<file path="src/rtl/extirq_pkg.sv">
package extirq_pkg;

    typedef enum logic [1:0] {
        TRG_FALL = 2'b00,
        TRG_RISE = 2'b01,
        TRG_BOTH = 2'b10,
        TRG_LOW  = 2'b11
    } trg_mode_e;

    localparam int unsigned REG_ADDR_W = 2;

    localparam logic [REG_ADDR_W-1:0] ADDR_TRIG = 2'd0;
    localparam logic [REG_ADDR_W-1:0] ADDR_STAT = 2'd1;
    localparam logic [REG_ADDR_W-1:0] ADDR_MASK = 2'd2;

endpackage

</file>
<file path="src/rtl/extirq_sync.sv">
module extirq_sync #(
    parameter int unsigned W    = 9,
    parameter logic        IDLE = 1'b1
) (
    input  logic         clk,
    input  logic         rst_n,
    input  logic [W-1:0] din,
    output logic [W-1:0] cur,
    output logic [W-1:0] prv
);

    typedef struct packed {
        logic [W-1:0] s1;
        logic [W-1:0] s2;
        logic [W-1:0] last;
    } sync_t;

    sync_t st_d, st_q;

    always_comb begin
        st_d      = st_q;
        st_d.s1   = din;
        st_d.s2   = st_q.s1;
        st_d.last = st_q.s2;
    end

    always_ff @(posedge clk or negedge rst_n) begin
        if (!rst_n) begin
            st_q.s1   <= {W{IDLE}};
            st_q.s2   <= {W{IDLE}};
            st_q.last <= {W{IDLE}};
        end else begin
            st_q <= st_d;
        end
    end

    assign cur = st_q.s2;
    assign prv = st_q.last;

endmodule

</file>
<file path="src/rtl/extirq_regs.sv">
module extirq_regs
    import extirq_pkg::*;
#(
    parameter int unsigned N_PINS = 8,
    localparam int unsigned TW    = 2 * N_PINS,
    localparam int unsigned NS    = N_PINS + 1
) (
    input  logic                  clk,
    input  logic                  rst_n,
    input  logic                  wr,
    input  logic [REG_ADDR_W-1:0] addr,
    input  logic [TW:0]           wdata,
    output logic [TW-1:0]         trig,
    output logic                  nmi_rise,
    output logic [NS-1:0]         mask,
    output logic [NS-1:0]         chg,
    output logic [NS-1:0]         clr
);

    typedef struct packed {
        logic [TW-1:0] trig;
        logic          nmi_rise;
        logic [NS-1:0] mask;
    } cfg_t;

    cfg_t cfg_d, cfg_q;

    logic wr_trig, wr_stat, wr_mask;

    always_comb begin
        wr_trig = wr && (addr == ADDR_TRIG);
        wr_stat = wr && (addr == ADDR_STAT);
        wr_mask = wr && (addr == ADDR_MASK);

        cfg_d = cfg_q;
        if (wr_trig) begin
            cfg_d.trig     = wdata[TW-1:0];
            cfg_d.nmi_rise = wdata[TW];
        end
        if (wr_mask) begin
            cfg_d.mask = wdata[NS-1:0];
        end
    end

    always_ff @(posedge clk or negedge rst_n) begin
        if (!rst_n) begin
            cfg_q.trig     <= '0;
            cfg_q.nmi_rise <= 1'b0;
            cfg_q.mask     <= '1;
        end else begin
            cfg_q <= cfg_d;
        end
    end

    for (genvar g = 0; g < N_PINS; g++) begin : g_chg
        assign chg[g] = wr_trig && (wdata[2*g +: 2] != cfg_q.trig[2*g +: 2]);
    end
    assign chg[N_PINS] = wr_trig && (wdata[TW] != cfg_q.nmi_rise);

    assign clr      = wr_stat ? ~wdata[NS-1:0] : '0;
    assign trig     = cfg_q.trig;
    assign nmi_rise = cfg_q.nmi_rise;
    assign mask     = cfg_q.mask;

    // configuration leaves reset with every source masked
    p_mask_reset_r1: assert property (@(posedge clk)
        $rose(rst_n) |-> (mask == '1));

endmodule

</file>
<file path="src/rtl/extirq_chan.sv">
module extirq_chan
    import extirq_pkg::*;
(
    input  logic      clk,
    input  logic      rst_n,
    input  trg_mode_e mode,
    input  logic      cur,
    input  logic      prv,
    input  logic      clr,
    input  logic      mode_chg,
    output logic      status
);

    typedef struct packed {
        logic flag;
    } chan_t;

    chan_t ch_d, ch_q;

    logic rise, fall, hit, lvl;

    always_comb begin
        rise = cur && !prv;
        fall = !cur && prv;
        lvl  = (mode == TRG_LOW);
        unique case (mode)
            TRG_FALL: hit = fall;
            TRG_RISE: hit = rise;
            TRG_BOTH: hit = rise || fall;
            default:  hit = 1'b0;
        endcase

        ch_d = ch_q;
        if (lvl) begin
            ch_d.flag = !cur;
        end else if (hit && !mode_chg) begin
            ch_d.flag = 1'b1;
        end else if (clr && ch_q.flag) begin
            ch_d.flag = 1'b0;
        end
    end

    always_ff @(posedge clk or negedge rst_n) begin
        if (!rst_n) begin
            ch_q.flag <= 1'b0;
        end else begin
            ch_q <= ch_d;
        end
    end

    assign status = ch_q.flag;

    // a qualifying edge sets the flag, a same-cycle clear notwithstanding
    p_edge_sets_r8: assert property (@(posedge clk) disable iff (!rst_n)
        (!lvl && hit && !mode_chg) |=> status);

    // a clear on a set edge flag with no new edge drops it
    p_clear_drops_r4: assert property (@(posedge clk) disable iff (!rst_n)
        (!lvl && clr && !hit && status) |=> !status);

    // without an edge or a clear the edge flag holds its value
    p_hold_r5: assert property (@(posedge clk) disable iff (!rst_n)
        (!lvl && !hit && !clr) |=> $stable(status));

    // a high pin in low-level mode leaves the flag clear whatever is written
    p_level_high_r6: assert property (@(posedge clk) disable iff (!rst_n)
        (lvl && cur) |=> !status);

endmodule

</file>
<file path="src/rtl/extirq_detect.sv">
module extirq_detect
    import extirq_pkg::*;
#(
    parameter int unsigned N_PINS = 8,
    parameter int unsigned DATA_W = 32,
    localparam int unsigned TW    = 2 * N_PINS,
    localparam int unsigned NS    = N_PINS + 1
) (
    input  logic                  clk,
    input  logic                  rst_n,
    input  logic                  nmi_pin,
    input  logic [N_PINS-1:0]     irq_pin,
    input  logic                  reg_wr,
    input  logic [REG_ADDR_W-1:0] reg_addr,
    input  logic [DATA_W-1:0]     reg_wdata,
    output logic [DATA_W-1:0]     reg_rdata,
    output logic                  nmi_req,
    output logic [N_PINS-1:0]     irq_req
);

    logic [NS-1:0] cur, prv;
    logic [TW-1:0] trig;
    logic          nmi_rise;
    logic [NS-1:0] mask, chg, clr, stat;
    logic [DATA_W-TW-2:0] unused_wdata;

    assign unused_wdata = reg_wdata[DATA_W-1:TW+1];

    extirq_sync #(
        .W    (NS),
        .IDLE (1'b1)
    ) u_sync (
        .clk   (clk),
        .rst_n (rst_n),
        .din   ({nmi_pin, irq_pin}),
        .cur   (cur),
        .prv   (prv)
    );

    extirq_regs #(
        .N_PINS (N_PINS)
    ) u_regs (
        .clk      (clk),
        .rst_n    (rst_n),
        .wr       (reg_wr),
        .addr     (reg_addr),
        .wdata    (reg_wdata[TW:0]),
        .trig     (trig),
        .nmi_rise (nmi_rise),
        .mask     (mask),
        .chg      (chg),
        .clr      (clr)
    );

    for (genvar g = 0; g < N_PINS; g++) begin : g_pin
        extirq_chan u_chan (
            .clk      (clk),
            .rst_n    (rst_n),
            .mode     (trg_mode_e'(trig[2*g +: 2])),
            .cur      (cur[g]),
            .prv      (prv[g]),
            .clr      (clr[g]),
            .mode_chg (chg[g]),
            .status   (stat[g])
        );
    end

    extirq_chan u_nmi (
        .clk      (clk),
        .rst_n    (rst_n),
        .mode     (nmi_rise ? TRG_RISE : TRG_FALL),
        .cur      (cur[N_PINS]),
        .prv      (prv[N_PINS]),
        .clr      (clr[N_PINS]),
        .mode_chg (chg[N_PINS]),
        .status   (stat[N_PINS])
    );

    assign irq_req = stat[N_PINS-1:0] & ~mask[N_PINS-1:0];
    assign nmi_req = stat[N_PINS] && !mask[N_PINS];

    always_comb begin
        reg_rdata = '0;
        unique case (reg_addr)
            ADDR_TRIG: reg_rdata[TW:0]   = {nmi_rise, trig};
            ADDR_STAT: reg_rdata[NS-1:0] = stat;
            ADDR_MASK: reg_rdata[NS-1:0] = mask;
            default:   reg_rdata         = '0;
        endcase
    end

    // no request escapes a set mask bit
    p_mask_gates_r7: assert property (@(posedge clk) disable iff (!rst_n)
        ((irq_req & mask[N_PINS-1:0]) == '0) && !(nmi_req && mask[N_PINS]));

    // a code-changing rewrite never sets a clear edge flag on the same edge
    p_rewrite_no_set_r9: assert property (@(posedge clk) disable iff (!rst_n)
        (chg[N_PINS] && !stat[N_PINS]) |=> !stat[N_PINS]);

endmodule

</file>
<file path="config.mk">
export PLATFORM = sky130hd
export DESIGN_NAME = extirq_detect
export DESIGN_NICKNAME = d
export VERILOG_FILES = /design/src/rtl/extirq_pkg.sv /design/src/rtl/extirq_sync.sv /design/src/rtl/extirq_regs.sv /design/src/rtl/extirq_chan.sv /design/src/rtl/extirq_detect.sv
export SDC_FILE = /design/constraint.sdc
export NUM_CORES = 1
export LEC_CHECK = 0
export ABC_CLOCK_PERIOD_IN_PS = 3100
export CAP_MARGIN = 25
export CORE_ASPECT_RATIO = 0.75
export CORE_UTILIZATION = 53
export DETAILED_ROUTE_END_ITERATION = 8
export GPL_TIMING_DRIVEN = 1
export PLACE_DENSITY_LB_ADDON = 0.05
export SLEW_MARGIN = 20
export SYNTH_ARGS = -nofsm -noshare
export SYNTH_HDL_FRONTEND = slang
export SYNTH_HIERARCHICAL = 1
export SYNTH_SLANG_ARGS = --single-unit
</file>
<file path="constraint.sdc">
create_clock -name clk -period 3.1 [get_ports clk]
set_clock_uncertainty 0.2 [all_clocks]
set_input_delay 0.31 -clock clk [delete_from_list [all_inputs] [get_ports clk]]
set_output_delay 0.31 -clock clk [all_outputs]
set_load 0.05 [all_outputs]
</file>
==> flow_summary_export.csv, run 1 <==
group,metric,value,unit
run_status,outcome,"complete, no violations",
clocking,clkSinkCount,62,
routing,first_pass_iters,4,
critical_path,reg2reg_to,"g_pin[5].u_chan/status$_DFFE_PN0P_",
clocking,cts.clk_slew.worst_paths,60,ps
routing,drc_errors,0,
sta,slew_headroom,48.3,%
die,initial_core_util,54.8,%
final_layout,syn_to_final_growth,24.5,%
final_layout,regArea,1600,um^2
yosys,ys_warn_count,6,
yosys,syn_area,3450,um^2
worst_hold_path,whs_path_depth,0,
clocking,clk_latency,340,ps
global_route,antenna_found_initial,0,
die,die_w,95.1,um
routing,ant_nets,0,
final_layout,fillers,504,
pwr,p_per_area,620,nW/um^2
place,gp_congestion,0.751,
worst_hold_path,min_from,"u_sync/st_d[10]$_DFF_PN1_",
clocking,clockBufferDepth,2,
critical_path,r2r_cells,5,
global_route,first_global_vias,2313,
sta,finalSetupViolations,0,
critical_path,crit_fanout,15,
global_route,met3_usage,6.26,%
die,ioPinCount,87,
critical_path,cp-end-kind,"register",
critical_path,r2r_start,"u_regs/trig[10]$_DFFE_PN0P_",
sta,worst_pin_slew,775,ps
final_layout,diodes,0,
routing,wirelength,6.88,mm
job,maxCapViolCount,0,
sta,setup_tns,0,ps
critical_path,start_kind,"input port",
worst_hold_path,min_to,"u_sync/cur[1]$_DFF_PN1_",
global_route,grt_max_degree,63,
die,fp.dieH,71.8,um
sta,drv_slew,0,
routing,drt_iter0_drc,99,
final_layout,multi_input_area,1560,um^2
routing,avgViaCountPerCell,5.37,
routing,wire_per_inst,15.5,um
global_route,gr-usage-met1,30.3,%
global_route,grt_pass1_wl,11.2,mm
sta,period_share,75.7,%
place,port_buffers,56,
global_route,grt_usage,22.3,%
clocking,htreeDepth,3,
sta,whs,156,ps
sta,grt_setup_unrepaired,"no",
final_layout,drive_gt1_share,30.9,%
yosys,syn_avg_cell_area,11.7,um^2
critical_path,cp.required,3100,ps
place,place_area,4070,um^2
clocking,ctsRootBufferMaster,"clkbuf_8",
yosys,synth_seq_cells,62,
yosys,synth_cell_types,26,
final_layout,final_nets,421,
pwr,ir_drop,0.000273,V
yosys,yosysSeqAreaShare,46.3,%
die,die_area,6830,um^2
final_layout,final_cell_mix,"clkdlybuf4s50_1 (38), inv_1 (36), dfstp_2 (36)",
final_layout,layout_commonest_cell,"clkdlybuf4s50_1",
worst_hold_path,hold_path.class,"register to register",
clocking,cts_buffers,9,
sta,period_needed,2350,ps
die,rows,25,
place,dp_hpwl,4.72,mm
pwr,leakage,1.78,nW
global_route,grt-busiest-layer,"met2",
critical_path,rrSetupSlack,1410,ps
clocking,post_cts_buffers,0,
sta,timing.fmax,426,MHz
global_route,grt_overflow,0,
critical_path,arrival,2350,ps
final_layout,fin_area,4290,um^2
routing,route.vias.total,2379,
critical_path,crit_type,"input port to register",
global_route,grt_util_met2,34.7,%
clocking,cts_tree,"yes",
yosys,synth_cells,294,
sta,finalHoldViolCount,0,
die,coreArea,6290,um^2
-- repair_timing --
action,CTS,global route
hold endpoints to repair,26,0
resized for setup,0,0
hold buffers,1,0
setup endpoints to repair,0,0
-- stage by stage --
stage                     cells  utilization [%]  total power (W)  setup WS, ps
final                       443             68.3          0.00266           753
after global routing        443             68.3          0.00279           586
after CTS                   443             68.3          0.00269           763
after detailed placement    426             64.8          0.00193           401
after global placement      426             64.8          0.00191           486
after floorplan             312                -          0.00164          1230
-- registers in the layout (all words and copies together) (netlist names) --
| signal | cells |
|---|---|
| u_sync/st_d | 9 |
| g_pin.u_chan/status | 8 |
| u_nmi/status | 1 |
| u_regs/trig | 16 |
| u_sync/prv | 9 |
| u_sync/cur | 9 |
| u_regs/mask | 9 |
| u_regs/nmi_rise | 1 |
-- power by group --
group / total, W / leakage [nW] / internal [W] / switching, W
registers: 0.00110 / 0.671 / 0.000952 / 0.000144
clock network: 0.000739 / 0.106 / 0.000436 / 0.000303
logic: 0.000826 / 1.00 / 0.000370 / 0.000456
total: 0.00266 / 1.78 / 0.00176 / 0.000903
-- critical path, cell delays in order --
cell and delay [ps]:
clkdlybuf4s50_1 520, or3b_1 690, a21oi_1 390, nor3b_1 90, a221oi_1 240, a32oi_1 90
-- kinds of logic after synthesis --
family	synth area share, %
multiplexers	11.2
adder cells (fa/ha/maj)	6.53
other	0.109
AND/OR/NAND/NOR	11.5
XOR/XNOR	4.32
AO/OA/AOI/OAI	9.66
buffers and inverters	10.4
flip-flops	46.3
-- how the worst max path moves through the flow --
stage | slack (ps) | end | startpoint | cells past startpoint
detailed placement | 400 | g_pin[6].u_chan/status$_DFFE_PN0P_ | reg_wr | 6
global route | 590 | g_pin[5].u_chan/status$_DFFE_PN0P_ | reg_wr | 6
global placement | 490 | g_pin[0].u_chan/status$_DFFE_PN0P_ | reg_wr | 6
floorplan | 1230 | reg_rdata[8] | u_regs/mask[8]$_DFFE_PN1P_ | 2
finish | 750 | g_pin[5].u_chan/status$_DFFE_PN0P_ | reg_wr | 6
CTS | 760 | g_pin[5].u_chan/status$_DFFE_PN0P_ | reg_wr | 6
-- cell usage after synthesis (all sizes together) --
library cell	n	area share (%)
a21oi	8	1.2
a221oi	9	2.3
a31oi	9	1.6
a32oi	9	2.3
and2	8	1.5
buf	29	6.3
clkbuf	1	0.15
conb	1	0.11
dfrtp	26	19
dfstp	36	27
ha	18	6.5
inv	36	3.9
mux2	26	8.6
mux2i	9	2.6
nand3b	2	0.44
nor2	11	1.4
nor2b	10	1.8
nor3b	10	2.2
nor4b	9	3.9
o2bb2ai	9	2.3
or3b	1	0.25
xnor2	17	4.3
-- area by class of cell --
type | instances | area share [%]
clock buffer | 13 | 3.93
clock inverter | 3 | 0.991
inverter | 36 | 3.15
multi-input combinational | 184 | 36.3
sequential | 62 | 37.2
tap | 81 | 2.36
timing repair buffer | 64 | 16.0
-- layer usage --
metal / vias up / wire length, um / part of all wire, %
met5: - / 0 / 0
met3: 5 / 443 / 6.4
met2: 80 / 3230 / 47
li1: 1120 / - / -
met4: 0 / 64 / 0.93
met1: 1174 / 3140 / 46
Power figures use the tool's default switching activity.
==> run 2: changes to the inputs <==
--- a/config.mk
+++ b/config.mk
@@ -5,10 +5,10 @@
 export SDC_FILE = /design/constraint.sdc
 export NUM_CORES = 1
 export LEC_CHECK = 0
-export ABC_CLOCK_PERIOD_IN_PS = 3100
+export ABC_CLOCK_PERIOD_IN_PS = 2150
 export CAP_MARGIN = 25
 export CORE_ASPECT_RATIO = 0.75
-export CORE_UTILIZATION = 53
+export CORE_UTILIZATION = 45
 export DETAILED_ROUTE_END_ITERATION = 8
 export GPL_TIMING_DRIVEN = 1
 export PLACE_DENSITY_LB_ADDON = 0.05
==> constraint.sdc (replaced) <==
create_clock -name clk -period 2.15 [get_ports clk]
set_clock_uncertainty 0.2 [all_clocks]
set_input_delay 0.215 -clock clk [delete_from_list [all_inputs] [get_ports clk]]
set_output_delay 0.215 -clock clk [all_outputs]
set_load 0.05 [all_outputs]
==> run 2 against run 1 <==
Against the previous run: clock power is 50% higher; critical path depth shrank 4; flip-flop and latch count unchanged; final cell count grew 7.7%; sequential power rose by 44%; first-iteration DRC count decreased by 30%; final area up 6.1%; critical path type is now register to output pin; largest cell class unchanged.
==> flow_summary_export.csv, run 2 (synthesized netlist as in run 1, its figures left out) <==
group,metric,value,unit
critical_path,crit_type,"register to output pin",
place,port_buffers,56,
final_layout,final_cell_mix,"inv_1 (36), dfstp_2 (36), clkdlybuf4s50_1 (30)",
die,coreArea,7360,um^2
global_route,first_global_vias,2331,
sta,slew_headroom,65.6,%
global_route,grt_pass1_wl,11.4,mm
sta,period_share,97.4,%
die,die_w,103,um
global_route,grt_overflow,0,
clocking,ctsRootBufferMaster,"clkbuf_8",
sta,finalHoldViolCount,0,
pwr,leakage,1.95,nW
place,dp_hpwl,4.93,mm
clocking,clockBufferDepth,2,
routing,wirelength,6.92,mm
critical_path,cp-end-kind,"output pin",
routing,first_pass_iters,4,
final_layout,final_nets,435,
critical_path,arrival,1680,ps
clocking,clk_latency,350,ps
sta,finalSetupViolations,0,
final_layout,regMostFlops,"u_regs/trig",
final_layout,largest_reg_flops,16,
clocking,htreeDepth,3,
global_route,antenna_found_initial,0,
final_layout,final_cells,477,
routing,wire_per_inst,14.5,um
critical_path,critPathSlowestCell,"clkdlybuf4s50_1",
final_layout,diodes,0,
critical_path,cpPeakStageDelay,810,ps
critical_path,crit_fanout,3,
worst_hold_path,hold_path.class,"input port to register",
routing,route.vias.total,2337,
pwr,p_per_area,861,nW/um^2
clocking,post_cts_buffers,0,
place,gp_congestion,0.748,
die,rows,27,
global_route,grt_usage,19.3,%
pwr,ir_drop,0.000563,V
clocking,cts_tree,"yes",
die,initial_core_util,46.8,%
run_status,outcome,"complete, no violations",
critical_path,cp_cell_sequence,"nor2b_1, clkdlybuf4s50_1",
sta,setup_tns,0,ps
die,die_area,8020,um^2
global_route,grt_max_degree,63,
sta,grt_setup_unrepaired,"no",
routing,drc_errors,0,
sta,worst_pin_slew,515,ps
clocking,cts_buffers,9,
final_layout,drive_gt1_share,33.8,%
critical_path,cp.required,1740,ps
routing,ant_nets,0,
clocking,clkSinkCount,62,
die,fp.dieH,77.8,um
routing,avgViaCountPerCell,4.90,
routing,drt_iter0_drc,69,
place,dp.cells,460,
clocking,cts.clk_slew.worst_paths,70,ps
critical_path,start_kind,"register",
die,ioPinCount,87,
final_layout,syn_to_final_growth,32.1,%
sta,drv_slew,0,
job,maxCapViolCount,0,
sta,period_needed,2090,ps
sta,timing.fmax,477,MHz
==> run 2: what timing repair did <==
action | 4_1_cts | 5_1_grt
hold buffers | 1 | 0
endpoints found under the hold margin | 62 | 0
setup endpoints to repair | 1 | 7
resized for setup | 1 | 7
==> run 2: report_power, final <==
| group | internal [W] | total, W | leakage, nW | switching [W] |
|---|---|---|---|---|
| registers | 0.00137 | 0.00158 | 0.671 | 0.000209 |
| logic | 0.000569 | 0.00123 | 1.17 | 0.000662 |
| clock network | 0.000650 | 0.00111 | 0.106 | 0.000458 |
| total | 0.00259 | 0.00392 | 1.95 | 0.00133 |
==> run 2: area by class of cell <==
type                            count  area [um^2]
Multi-Input combinational cell    184         1560
Tap cell                          101          126
Fill cell                         634         2810
Clock buffer                       10          128
Inverter                           36          135
Sequential cell                    62         1600
Clock inverter                      6         86.3
Timing Repair Buffer               78          921
==> run 2: final timing paths <==
| path | start | to | slack (ps) | cells after the start |
|---|---|---|---|---|
| worst max-delay path | g_pin[7].u_chan/status$_DFFE_PN0P_ | irq_req[7] | 60 | 2 |
| worst min-delay path | nmi_pin | u_sync/st_d[17]$_DFF_PN1_ | 70 | 1 |
| worst max register to register | u_regs/trig[8]$_DFFE_PN0P_ | g_pin[4].u_chan/status$_DFFE_PN0P_ | 510 | 6 |
| worst min register to register | u_sync/st_d[13]$_DFF_PN1_ | u_sync/cur[4]$_DFF_PN1_ | 160 | 0 |
| max in group asynchronous | rst_n | u_sync/cur[2]$_DFF_PN1_ | 1220 | 3 |
| min in group asynchronous | rst_n | g_pin[1].u_chan/status$_DFFE_PN0P_ | 200 | 3 |
==> run 2: worst max-delay path, delay by kind of cell (launching register included) <==
family	cells	cell delay (ps)
buf+inv	1	810
flops	1	380
simple gates	1	140
==> run 2: stage by stage <==
step / worst slack, ps / util [%] / total power (W) / hold WS [ps] / area (um^2)
2_1_floorplan: 377 / - / 0.00236 / -281 / 3510
3_3_place_gp: -37.5 / 58.5 / 0.00282 / 50.7 / 4310
3_5_place_dp: -85.3 / 58.5 / 0.00284 / 55.3 / 4310
4_1_cts: 7.95 / 61.6 / 0.00398 / 46.2 / 4530
5_1_grt: 5.83 / 61.8 / 0.00411 / 56.8 / 4550
6_report: 55.2 / 61.8 / 0.00392 / 65.1 / 4550
==> run 2: per-layer routing <==
metal	wire, um	GRT usage (%)
met5	0	0
met4	120	8.59
met3	330	5.86
met2	3070	28.1
met1	3400	26.5
==> run 3: changes to the inputs <==
--- a/config.mk
+++ b/config.mk
@@ -8,6 +8,7 @@
 export ABC_CLOCK_PERIOD_IN_PS = 2150
 export CAP_MARGIN = 25
 export CORE_ASPECT_RATIO = 0.75
+export CORE_MARGIN = 3
 export CORE_UTILIZATION = 45
 export DETAILED_ROUTE_END_ITERATION = 8
 export GPL_TIMING_DRIVEN = 1
==> run 3 against run 2 <==
Against the previous run: first-iteration DRC count down 16%; final area up 0.93%; register-to-register slack worse by 60 ps; setup slack worse by 19 ps; worst hold slack better by 8.2 ps; maximum frequency down 0.90%; via count up 1.8%; combinational power about the same; sequential share of layout area down 0.32 points; global-route usage down 1.7 points; flip-flop and latch count unchanged; die area up 9.2%; critical path type is now input port to output pin; largest power group unchanged.
==> flow_summary_export.csv, run 3 (synthesized netlist as in run 1, its figures left out) <==
group,metric,value,unit
sta,whs,73.3,ps
final_layout,largest_reg_flops,16,
final_layout,syn_to_final_growth,33.3,%
sta,drv_slew,0,
global_route,antenna_found_initial,0,
global_route,grt_max_degree,63,
pwr,switchingPower,0.00132,W
routing,drt_iter0_drc,58,
die,die_w,107,um
sta,worst_pin_slew,511,ps
critical_path,rrSetupSlack,450,ps
global_route,grt_pass1_wl,11.6,mm
place,gp_congestion,0.792,
critical_path,cp-end-kind,"output pin",
final_layout,final_cell_mix,"inv_1 (36), dfstp_2 (36), clkdlybuf4s50_1 (29)",
clocking,clkSinkCount,62,
sta,period_needed,2110,ps
pwr,p_seq_share,39.5,%
worst_hold_path,min_from,"irq_pin[1]",
run_status,outcome,"complete, no violations",
die,fp.dieH,81.8,um
final_layout,diodes,0,
sta,slew_headroom,65.9,%
sta,finalSetupViolations,0,
worst_hold_path,min_to,"u_sync/st_d[10]$_DFF_PN1_",
die,die_area,8760,um^2
worst_hold_path,whs_path_depth,1,
clocking,clk_latency,340,ps
routing,wirelength,7.20,mm
clocking,cts_tree,"yes",
pwr,leakage,1.98,nW
pwr,clkPwrFrac,29.5,%
place,pre_cts_ws,-129,ps
sta,setup_tns,0,ps
die,rows,26,
routing,drc_errors,0,
critical_path,arrival,1700,ps
pwr,power.total,0.00402,W
sta,period_share,98.3,%
final_layout,regMostFlops,"u_regs/trig",
sta,finalHoldViolCount,0,
sta,timing.fmax,473,MHz
critical_path,r2r_cells,6,
critical_path,start_kind,"input port",
critical_path,crit_type,"input port to output pin",
pwr,combPwrFrac,31.0,%
job,maxCapViolCount,0,
pwr,p_sw_share,32.9,%
critical_path,crit_fanout,8,
clocking,ctsRootBufferMaster,"clkbuf_8",
clocking,clockBufferDepth,2,
routing,route.vias.total,2379,
routing,ant_nets,0,
routing,avgViaCountPerCell,5.03,
critical_path,reg2reg_to,"g_pin[4].u_chan/status$_DFFE_PN0P_",
clocking,cts_buffers,9,
global_route,first_global_vias,2381,
worst_hold_path,hold_path.class,"input port to register",
routing,first_pass_iters,4,
routing,wire_per_inst,15.2,um
critical_path,r2r_start,"u_regs/trig[9]$_DFFE_PN0P_",
place,port_buffers,56,
pwr,p_per_area,875,nW/um^2
global_route,grt_overflow,0,
die,ioPinCount,87,
die,initial_core_util,48.4,%
pwr,ir_drop,0.000531,V
pwr,p_int,0.00270,W
final_layout,drive_gt1_share,34.9,%
sta,grt_setup_unrepaired,"yes",
final_layout,final_nets,434,
die,coreArea,7120,um^2
place,dp_hpwl,5.23,mm
sta,fin_ws,36.2,ps
clocking,cts.clk_slew.worst_paths,70,ps
global_route,grt_usage,17.6,%
clocking,htreeDepth,3,
critical_path,cp.required,1740,ps
==> run 3: changes by cell type in the layout (fill, tap and decap cells not counted), moves of 2 or more <==
cell,change
o2bb2ai_1,-4
o2bb2ai_2,+4
clkbuf_8,+3
dlymetal6s2s_1,+2
==> run 3: power groups by stage <==
stage / Clock, W / Combinational, W / Sequential (W)
floorplan: 0 / 0.000823 / 0.00153
global placement: 0 / 0.00123 / 0.00159
detailed placement: 0 / 0.00125 / 0.00160
CTS: 0.00123 / 0.00125 / 0.00158
global route: 0.00128 / 0.00133 / 0.00162
finish: 0.00119 / 0.00125 / 0.00159
==> run 3: worst max path at each step <==
stage / from / end / slack (ps)
detailed placement: reg_wr / g_pin[7].u_chan/status$_DFFE_PN0P_ / -130
global route: reg_addr[1] / reg_rdata[2] / -30
global placement: reg_wr / g_pin[1].u_chan/status$_DFFE_PN0P_ / -70
floorplan: u_regs/mask[8]$_DFFE_PN1P_ / reg_rdata[8] / 380
CTS: g_pin[1].u_chan/status$_DFFE_PN0P_ / irq_req[1] / 4
finish: reg_addr[1] / reg_rdata[3] / 40
==> run 3: metrics by stage <==
stage	instance area (um^2)	instances	util [%]
4_1_cts	4550	473	63.8
2_1_floorplan	3510	312	-
6_report	4600	473	64.5
5_1_grt	4600	473	64.5
3_5_place_dp	4300	456	60.4
3_3_place_gp	4300	456	60.4
==> run 3: what timing repair did <==
item / CTS / global route
hold buffers: 1 / 0
buffers inserted: 0 / 0
hold endpoints to repair: 62 / 0
endpoints found under the setup margin: 2 / 16
resized for setup: 1 / 13
==> run 3: critical path, stage by stage <==
cell and delay, ps:
clkdlybuf4s50_1 510, buf_4 190, buf_4 230, mux2i_1 100, o2bb2ai_1 270, buf_12 180
==> run 3: area by class of cell <==
| class | instances | area [um^2] |
|---|---|---|
| inverters | 36 | 135 |
| well taps | 98 | 123 |
| clock buffers | 13 | 169 |
| flip-flops and latches | 62 | 1600 |
| multi-input cells | 184 | 1590 |
| clock inverters | 3 | 65.1 |
| repair buffers | 77 | 920 |
| fillers | 575 | 2530 |
==> run 3: per-layer routing <==
metal | share of wire (%) | vias up | global-route usage [%]
li1 | - | 1138 | -
met1 | 48 | 1178 | 23.4
met2 | 45 | 54 | 27.0
met3 | 5.3 | 9 | 6.21
met4 | 1.2 | 0 | 6.13
met5 | 0 | - | 0
